$ cat config.mk
export PLATFORM = sky130hd
export DESIGN_NAME = serial_synapse_stage
export DESIGN_NICKNAME = d
export VERILOG_FILES = /design/src/rtl/syn_stage_pkg.sv /design/src/rtl/syn_stage_ctrl.sv /design/src/rtl/syn_weight_ring.sv /design/src/rtl/syn_bit_adder.sv /design/src/rtl/serial_synapse_stage.sv
export SDC_FILE = /design/constraint.sdc
export NUM_CORES = 1
export LEC_CHECK = 0
export BUFFER_PORTS_ARGS = -buffer_cell sky130_fd_sc_hd__buf_2
export CAP_MARGIN = 20
export CORE_MARGIN = 10
export CORE_UTILIZATION = 37
export DETAILED_ROUTE_END_ITERATION = 12
export GPL_TIMING_DRIVEN = 0
export HOLD_SLACK_MARGIN = 0.03
export PLACE_DENSITY = 0.67
export SLEW_MARGIN = 25
export SYNTH_ARGS = -nofsm -noshare
export SYNTH_HDL_FRONTEND = slang
export SYNTH_SLANG_ARGS = --single-unit
$ cat constraint.sdc
create_clock -name clk -period 1.9 [get_ports clk]
set_clock_uncertainty 0.2 [all_clocks]
set_input_delay 0.095 -clock clk [delete_from_list [all_inputs] [get_ports clk]]
set_output_delay 0.095 -clock clk [all_outputs]
set_load 0.005 [all_outputs]
$ cat src/rtl/syn_stage_pkg.sv
package syn_stage_pkg;

    // Where the stage is with respect to the return-line packet
    typedef enum logic [1:0] {
        PH_IDLE = 2'd0,   // between packets, watching for a start bit
        PH_PASS = 2'd1,   // data bits flowing through untouched
        PH_ADD  = 2'd2    // data bits receiving the weight
    } phase_e;

endpackage

$ cat src/rtl/syn_stage_ctrl.sv
module syn_stage_ctrl
    import syn_stage_pkg::*;
#(
    parameter int DATA_W = 16
) (
    input  logic   clk,
    input  logic   rst_n,
    input  logic   spike_i,
    input  logic   dn_i,
    output phase_e phase_o,
    output logic   start_o
);

    localparam int CNT_W = (DATA_W > 1) ? $clog2(DATA_W) : 1;
    localparam logic [CNT_W-1:0] LAST_BIT = CNT_W'(DATA_W - 1);

    typedef struct packed {
        phase_e           phase;
        logic             pend;
        logic [CNT_W-1:0] cnt;
    } ctrl_t;

    ctrl_t st_d, st_q;

    always_comb begin
        st_d    = st_q;
        start_o = (st_q.phase == PH_IDLE) && dn_i;
        if (st_q.phase == PH_IDLE) begin
            if (dn_i) begin
                // Start bit: the pending spike decides this packet; a
                // spike in this same clock is kept for the next one.
                st_d.phase = st_q.pend ? PH_ADD : PH_PASS;
                st_d.cnt   = '0;
                st_d.pend  = spike_i;
            end else begin
                st_d.pend = st_q.pend | spike_i;
            end
        end else begin
            st_d.pend = st_q.pend | spike_i;
            st_d.cnt  = st_q.cnt + 1'b1;
            if (st_q.cnt == LAST_BIT) begin
                st_d.phase = PH_IDLE;
            end
        end
    end

    always_ff @(posedge clk or negedge rst_n) begin
        if (!rst_n) begin
            st_q <= '{phase: PH_IDLE, pend: 1'b0, cnt: '0};
        end else begin
            st_q <= st_d;
        end
    end

    assign phase_o = st_q.phase;

endmodule

$ cat src/rtl/syn_weight_ring.sv
module syn_weight_ring #(
    parameter int              DATA_W       = 16,
    parameter logic [DATA_W-1:0] RESET_WEIGHT = '0
) (
    input  logic              clk,
    input  logic              rst_n,
    input  logic              rot_i,
    input  logic              load_i,
    input  logic [DATA_W-1:0] load_val_i,
    output logic [DATA_W-1:0] ring_o
);

    logic [DATA_W-1:0] ring_d, ring_q;

    always_comb begin
        ring_d = ring_q;
        if (load_i) begin
            ring_d = load_val_i;
        end else if (rot_i) begin
            // Rotate right: bit 0 feeds the adder, then re-enters at the top
            ring_d = {ring_q[0], ring_q[DATA_W-1:1]};
        end
    end

    always_ff @(posedge clk or negedge rst_n) begin
        if (!rst_n) begin
            ring_q <= RESET_WEIGHT;
        end else begin
            ring_q <= ring_d;
        end
    end

    assign ring_o = ring_q;

endmodule

$ cat src/rtl/syn_bit_adder.sv
module syn_bit_adder (
    input  logic clk,
    input  logic rst_n,
    input  logic clr_i,
    input  logic en_i,
    input  logic a_i,
    input  logic b_i,
    output logic sum_o
);

    logic carry_d, carry_q;

    always_comb begin
        sum_o   = a_i ^ b_i ^ carry_q;
        carry_d = carry_q;
        if (clr_i) begin
            carry_d = 1'b0;
        end else if (en_i) begin
            carry_d = (a_i & b_i) | (a_i & carry_q) | (b_i & carry_q);
        end
    end

    always_ff @(posedge clk or negedge rst_n) begin
        if (!rst_n) begin
            carry_q <= 1'b0;
        end else begin
            carry_q <= carry_d;
        end
    end

endmodule

$ cat src/rtl/serial_synapse_stage.sv
module serial_synapse_stage
    import syn_stage_pkg::*;
#(
    parameter int                DATA_W       = 16,
    parameter logic [DATA_W-1:0] RESET_WEIGHT = '0
) (
    input  logic              clk,
    input  logic              rst_n,
    input  logic              spike_i,
    input  logic              up_i,
    output logic              up_o,
    input  logic              dn_i,
    output logic              dn_o,
    input  logic              wload_en_i,
    input  logic [DATA_W-1:0] wload_val_i
);

    typedef struct packed {
        logic up;
        logic dn;
    } lines_t;

    phase_e            phase;
    logic              start;
    logic              adding;
    logic              load_ok;
    logic              sum_bit;
    logic [DATA_W-1:0] ring;
    lines_t            ln_d, ln_q;

    syn_stage_ctrl #(.DATA_W(DATA_W)) u_ctrl (
        .clk     (clk),
        .rst_n   (rst_n),
        .spike_i (spike_i),
        .dn_i    (dn_i),
        .phase_o (phase),
        .start_o (start)
    );

    assign adding  = (phase == PH_ADD);
    assign load_ok = wload_en_i && (phase == PH_IDLE);

    syn_weight_ring #(.DATA_W(DATA_W), .RESET_WEIGHT(RESET_WEIGHT)) u_ring (
        .clk        (clk),
        .rst_n      (rst_n),
        .rot_i      (adding),
        .load_i     (load_ok),
        .load_val_i (wload_val_i),
        .ring_o     (ring)
    );

    syn_bit_adder u_add (
        .clk   (clk),
        .rst_n (rst_n),
        .clr_i (start),
        .en_i  (adding),
        .a_i   (dn_i),
        .b_i   (ring[0]),
        .sum_o (sum_bit)
    );

    always_comb begin
        ln_d.up = up_i;
        ln_d.dn = adding ? sum_bit : dn_i;
    end

    always_ff @(posedge clk or negedge rst_n) begin
        if (!rst_n) begin
            ln_q <= '0;
        end else begin
            ln_q <= ln_d;
        end
    end

    assign up_o = ln_q.up;
    assign dn_o = ln_q.dn;

endmodule

Word level (Yosys, flattened, before mapping):

Cells that the tools add are included.

* bits in registers: 26
* bits in latches: 0
* RAM bits: 0
* ROM bits: 0
* input bits: 22
* output and inout bits: 2
* memories kept: 0

* add/sub/neg operators: 1
* $mul: 0
* divide/modulo/power cells: 0
* order comparisons: 0
* equal/unequal tests: 3
* shifts and indexed selects: 0
* mux-type cells: 11
* bitwise operators: 8
* reductions and logical operators: 7

Operators by type and width (count)
* $mux W16: 2
* $mux W7: 1
* $mux W2: 3
* $reduce_bool A2 Y1: 3
* $add A4 B1 Y4 const B: 1
* $eq A4 B4 Y1 const B: 1
* $mux W1: 4
* $mux W4: 1
* $and A1 B1 Y1: 3
* $or A1 B1 Y1: 3
* $eq A2 B2 Y1 const B: 1
* $logic_and A1 B1 Y1: 2
* $logic_not A2 Y1: 1
* $ne A2 B2 Y1 const B: 1
* $reduce_and A2 Y1: 1
* $xor A1 B1 Y1: 2

Depth between registers and ports, before layout:

* depth in word-level cells: 5
* depth in mapped cells: 6
* gate-level depth less buffers: 4

Modules after synthesis:

A second synthesis with hierarchy kept.

* cells, all modules: 109
* area, all modules: 1223.7 sq um

Modules (own cells, without submodules)
* syn_weight_ring: times used 1, cells each 69, area an instance 744.5 sq um
* syn_stage_ctrl: times used 1, cells each 31, area an instance 334.1 sq um
* serial_synapse_stage: times used 1, cells each 5, area an instance 86.3 sq um
* syn_bit_adder: times used 1, cells each 4, area an instance 58.8 sq um

Worst setup path after synthesis:

OpenSTA, ideal clock, no wires.

* kind: register -> register
* start: register u_ctrl.st_q (netlist bit u_ctrl.phase_o[0])
* end: register u_ctrl.st_q[3] (netlist bit)
* data arrival time: 1.154 ns
* required time: 1.582 ns
* slack: 0.428 ns
* stages on the path, launching flop included: 5
* path buffers: 1
* path through: dfrtp_1 -> buf_6 -> nor2_4 -> mux2_2 -> a21o_1

* word-level cells in the longest chain between the ends: 2
* elaborated cells between the ends (all ways): 3
* those cells by class: 1 x eq/ne; 1 x mux; 1 x reduce/logical

Ends and longest elaborated chain
* start: declaration: RTL line syn_stage_ctrl.sv:23 `ctrl_t st_d, st_q;`
* start signal: assignment: RTL line syn_stage_ctrl.sv:49 `st_q <= '{phase: PH_IDLE, pend: 1'b0, cnt: '0};`
* start signal: assignment: RTL line syn_stage_ctrl.sv:51 `st_q <= st_d;`
* $logic_not A2 Y1 *: RTL line syn_stage_ctrl.sv:28 `if (st_q.phase == PH_IDLE) begin`
* $ne A2 B2 Y1 (no source line) or $mux W7 (tied branches)

Mark *: on every way between the ends. The rest lies on a longest branch, timed or not.
A chain may end at the register's enable or synchronous reset.

Final worst setup path:

* start: register u_ctrl.st_q (netlist bit u_ctrl.phase_o[1])
* end: register u_ring.ring_q[5], in the netlist u_ring.ring_o[5]

* word-level cells in the longest chain between the ends: 3
* elaborated cells between the ends (all ways): 5
* those cells by class: 1 x eq/ne; 1 x mux; 3 x reduce/logical

Ends and longest elaborated chain
* $logic_not A2 Y1: RTL line serial_synapse_stage.sv:41 `assign load_ok = wload_en_i && (phase == PH_IDLE);`
* $logic_and A1 B1 Y1: RTL line serial_synapse_stage.sv:41
* $mux W16 or $reduce_bool A2 Y1 (tied branches)
* end signal: assignment: RTL line syn_weight_ring.sv:29 `ring_q <= ring_d;`
* end: declaration: RTL line syn_weight_ring.sv:13 `logic [DATA_W-1:0] ring_d, ring_q;`

Parallel ways exist; a longest one is shown, timed or not.

==> reports/results.ini <==
[detailed_routing]
drt-total-wl_um=2550
wl_per_cell_um=12.2
viasPerCell=4.69
ant_nets=0
drt_pre_antenna_iters=4
first_iter_violations=36
vias=980
drc=0

[grt]
grt_start_max_net_pins=27
grt_pass1_vias=1022
grt_pass1_wl_um=4500
gr-total-overflow=0
antenna_found_initial=0
grt.total_usage=0.0896

[timing]
min_period_over_period=0.992
setup_viol=0
maxSlewViolCount=0
hold_violations=0
worstMarginPinSlew_ns=0.567
setup_tns_ns=0
period_needed_ns=1.88
whs_ns=0.0876
rsz0062_at_grt=true
maxSlewHeadroom=0.622
max_freq_mhz=531

[run_status]
status=finished, final reports clean

[worst_setup_path]
critPathKind=reg2reg
end_kind=register
ff2ff_setup_slack_ns=0.02
worstPathMaxFanout=10
crit_start=u_ctrl.phase_o[1]
crit_path_start_kind=register
r2r-end=u_ring.ring_o[5]
cp.required_ns=1.91
r2r_start=u_ctrl.phase_o[1]
crit_end=u_ring.ring_o[5]
reg2regPathDepth=6
arrival_ns=1.90

[floorplan]
ios=24
die_h_um=77.0
core_um2=3080
rows=20
die_w_um=77.0
die-area_um2=5930
start_util=0.390

[clock_tree]
cts_buffers=3
cts_buffer_depth=2
clk_latency_ns=0.31
clk_pin_slew_ns=0.13
cts_tree=yes
root_buffer=clkbuf_4
cts_sinks=26
cts-htree-levels=1

[logic_synthesis]
synthesis.nets=137
yosysWarnings=0
synth_seq_area_share=0.542
syn_inst=113
syn-cell-area_um2=1200
synthDistinctLibCells=27
ys_ff_latch=26
avgSynthCellArea_um2=10.6

[final_layout]
diodes=0
final_common_cell=nand2_1
nets=190
layout-drive-gt1-share=0.267
area.growth.synth_to_final_pct=38.4
final_cell_mix=nand2_1, dfrtp_1, buf_2

[power]
fin_total_pwr_uw=2270
power-per-cell-area_nw_per_um2=1360
leakage_uw=0.000814
irDropWorstVdd_v=0.000677

[placement]
place_hpwl_um=1750
io_buffers=23
gp_congestion=0.666

[min_path]
hp-class=in2async

[flow_run]
maxCapViolCount=0

==> flip-flops by register name (all words and copies together), names as in the netlist <==
register,count
u_ring.ring_o,16
u_ctrl.st_q,5
u_ctrl.phase_o,2
dn_o,1
u_add.carry_q,1
up_o,1
==> worst min-delay path by stage <==
stage	to	start	slack, ns	depth (start not counted)
2_1_floorplan	dn_o	rst_n	-0.40	0
3_3_place_gp	u_ring.ring_o[11]	rst_n	-0.08	1
3_5_place_dp	u_ring.ring_o[13]	rst_n	-0.07	1
4_1_cts	u_ring.ring_o[0]	rst_n	0.11	2
5_1_grt	u_ring.ring_o[9]	rst_n	0.12	2
6_report	u_ring.ring_o[13]	rst_n	0.09	2
==> cells in the mapped netlist <==
library cell	number	area (µm²)
nor3_1	2	10.0
buf_8	1	15.0
nor3b_4	1	18.8
mux2_2	1	11.3
a21o_1	3	22.5
a21oi_1	2	10.0
a32o_1	1	10.0
or3_1	1	6.26
buf_6	4	45.0
a22oi_1	15	113
o21ai_0	3	15.0
ha_1	1	12.5
fa_1	1	20.0
buf_2	1	5.00
o21bai_2	1	11.3
nor2_1	2	7.51
nor3b_1	1	7.51
a22oi_2	1	12.5
a31o_2	1	8.76
nand3_1	2	10.0
nor2_4	1	11.3
nand2_1	34	128
dfrtp_1	26	651
inv_1	4	15.0
nor2b_1	1	6.26
nor2b_4	1	13.8
o21ai_1	1	5.00
==> report_power, final <==
part           internal [µW]  switching (µW)
combinational            548             528
sequential               782             138
clock                    117             155
total                   1450             821
==> cells by family (layout without fill, tap and decap cells) <==
logic type	after synthesis	after routing	synth area share
DFF	26	26	0.542
muxes	1	1	0.00937
and+or+nand+nor	46	46	0.182
AOI/OAI and AO/OA	28	28	0.173
buffers and inverters	10	62	0.0667
adders and majority gates	2	2	0.0271
==> metrics by stage <==
| step | utilization | area [µm²] | worst slack (ns) | cells |
|---|---|---|---|---|
| floorplan | - | 1200 | 0.428 | 113 |
| global placement | 0.446 | 1370 | 0.389 | 180 |
| detailed placement | 0.446 | 1370 | 0.376 | 180 |
| CTS | 0.535 | 1650 | 0.0176 | 208 |
| global route | 0.540 | 1660 | -0.0630 | 209 |
| finish | 0.540 | 1660 | 0.0152 | 209 |
==> cell type report <==
class / instances / area [µm²]
timing repair buffer: 48 / 360
buffer: 6 / 65.1
tap: 44 / 55.1
inverter: 4 / 15.0
sequential: 26 / 651
clock buffer: 4 / 36.3
fill: 264 / 1420
multi-input combinational: 77 / 480
==> worst max-delay path: stages, from the launching register on <==
cell	delay [ns]
dfrtp_1	0.40
buf_6	0.14
nor2b_4	0.12
buf_6	0.14
a22oi_2	0.17
nand2_1	0.06
dlygate4sd3_1	0.55
==> routing by layer <==
| layer | wire length [µm] | vias up | share of wire | global-route usage |
|---|---|---|---|---|
| met5 | 0 | - | 0 | 0 |
| met2 | 1290 | 18 | 0.51 | 0.147 |
| met1 | 1150 | 467 | 0.45 | 0.111 |
| met4 | 17 | 0 | 0.0067 | 0.0383 |
| met3 | 85 | 2 | 0.033 | 0.0186 |
| li1 | - | 493 | - | - |
==> what timing repair did <==
action,in CTS,in global routing
hold endpoints to repair,50,0
setup endpoints to repair,0,2
hold buffers,24,0
gates resized for setup,0,2
setup buffers,0,2
(Power assumes the default switching activity.)
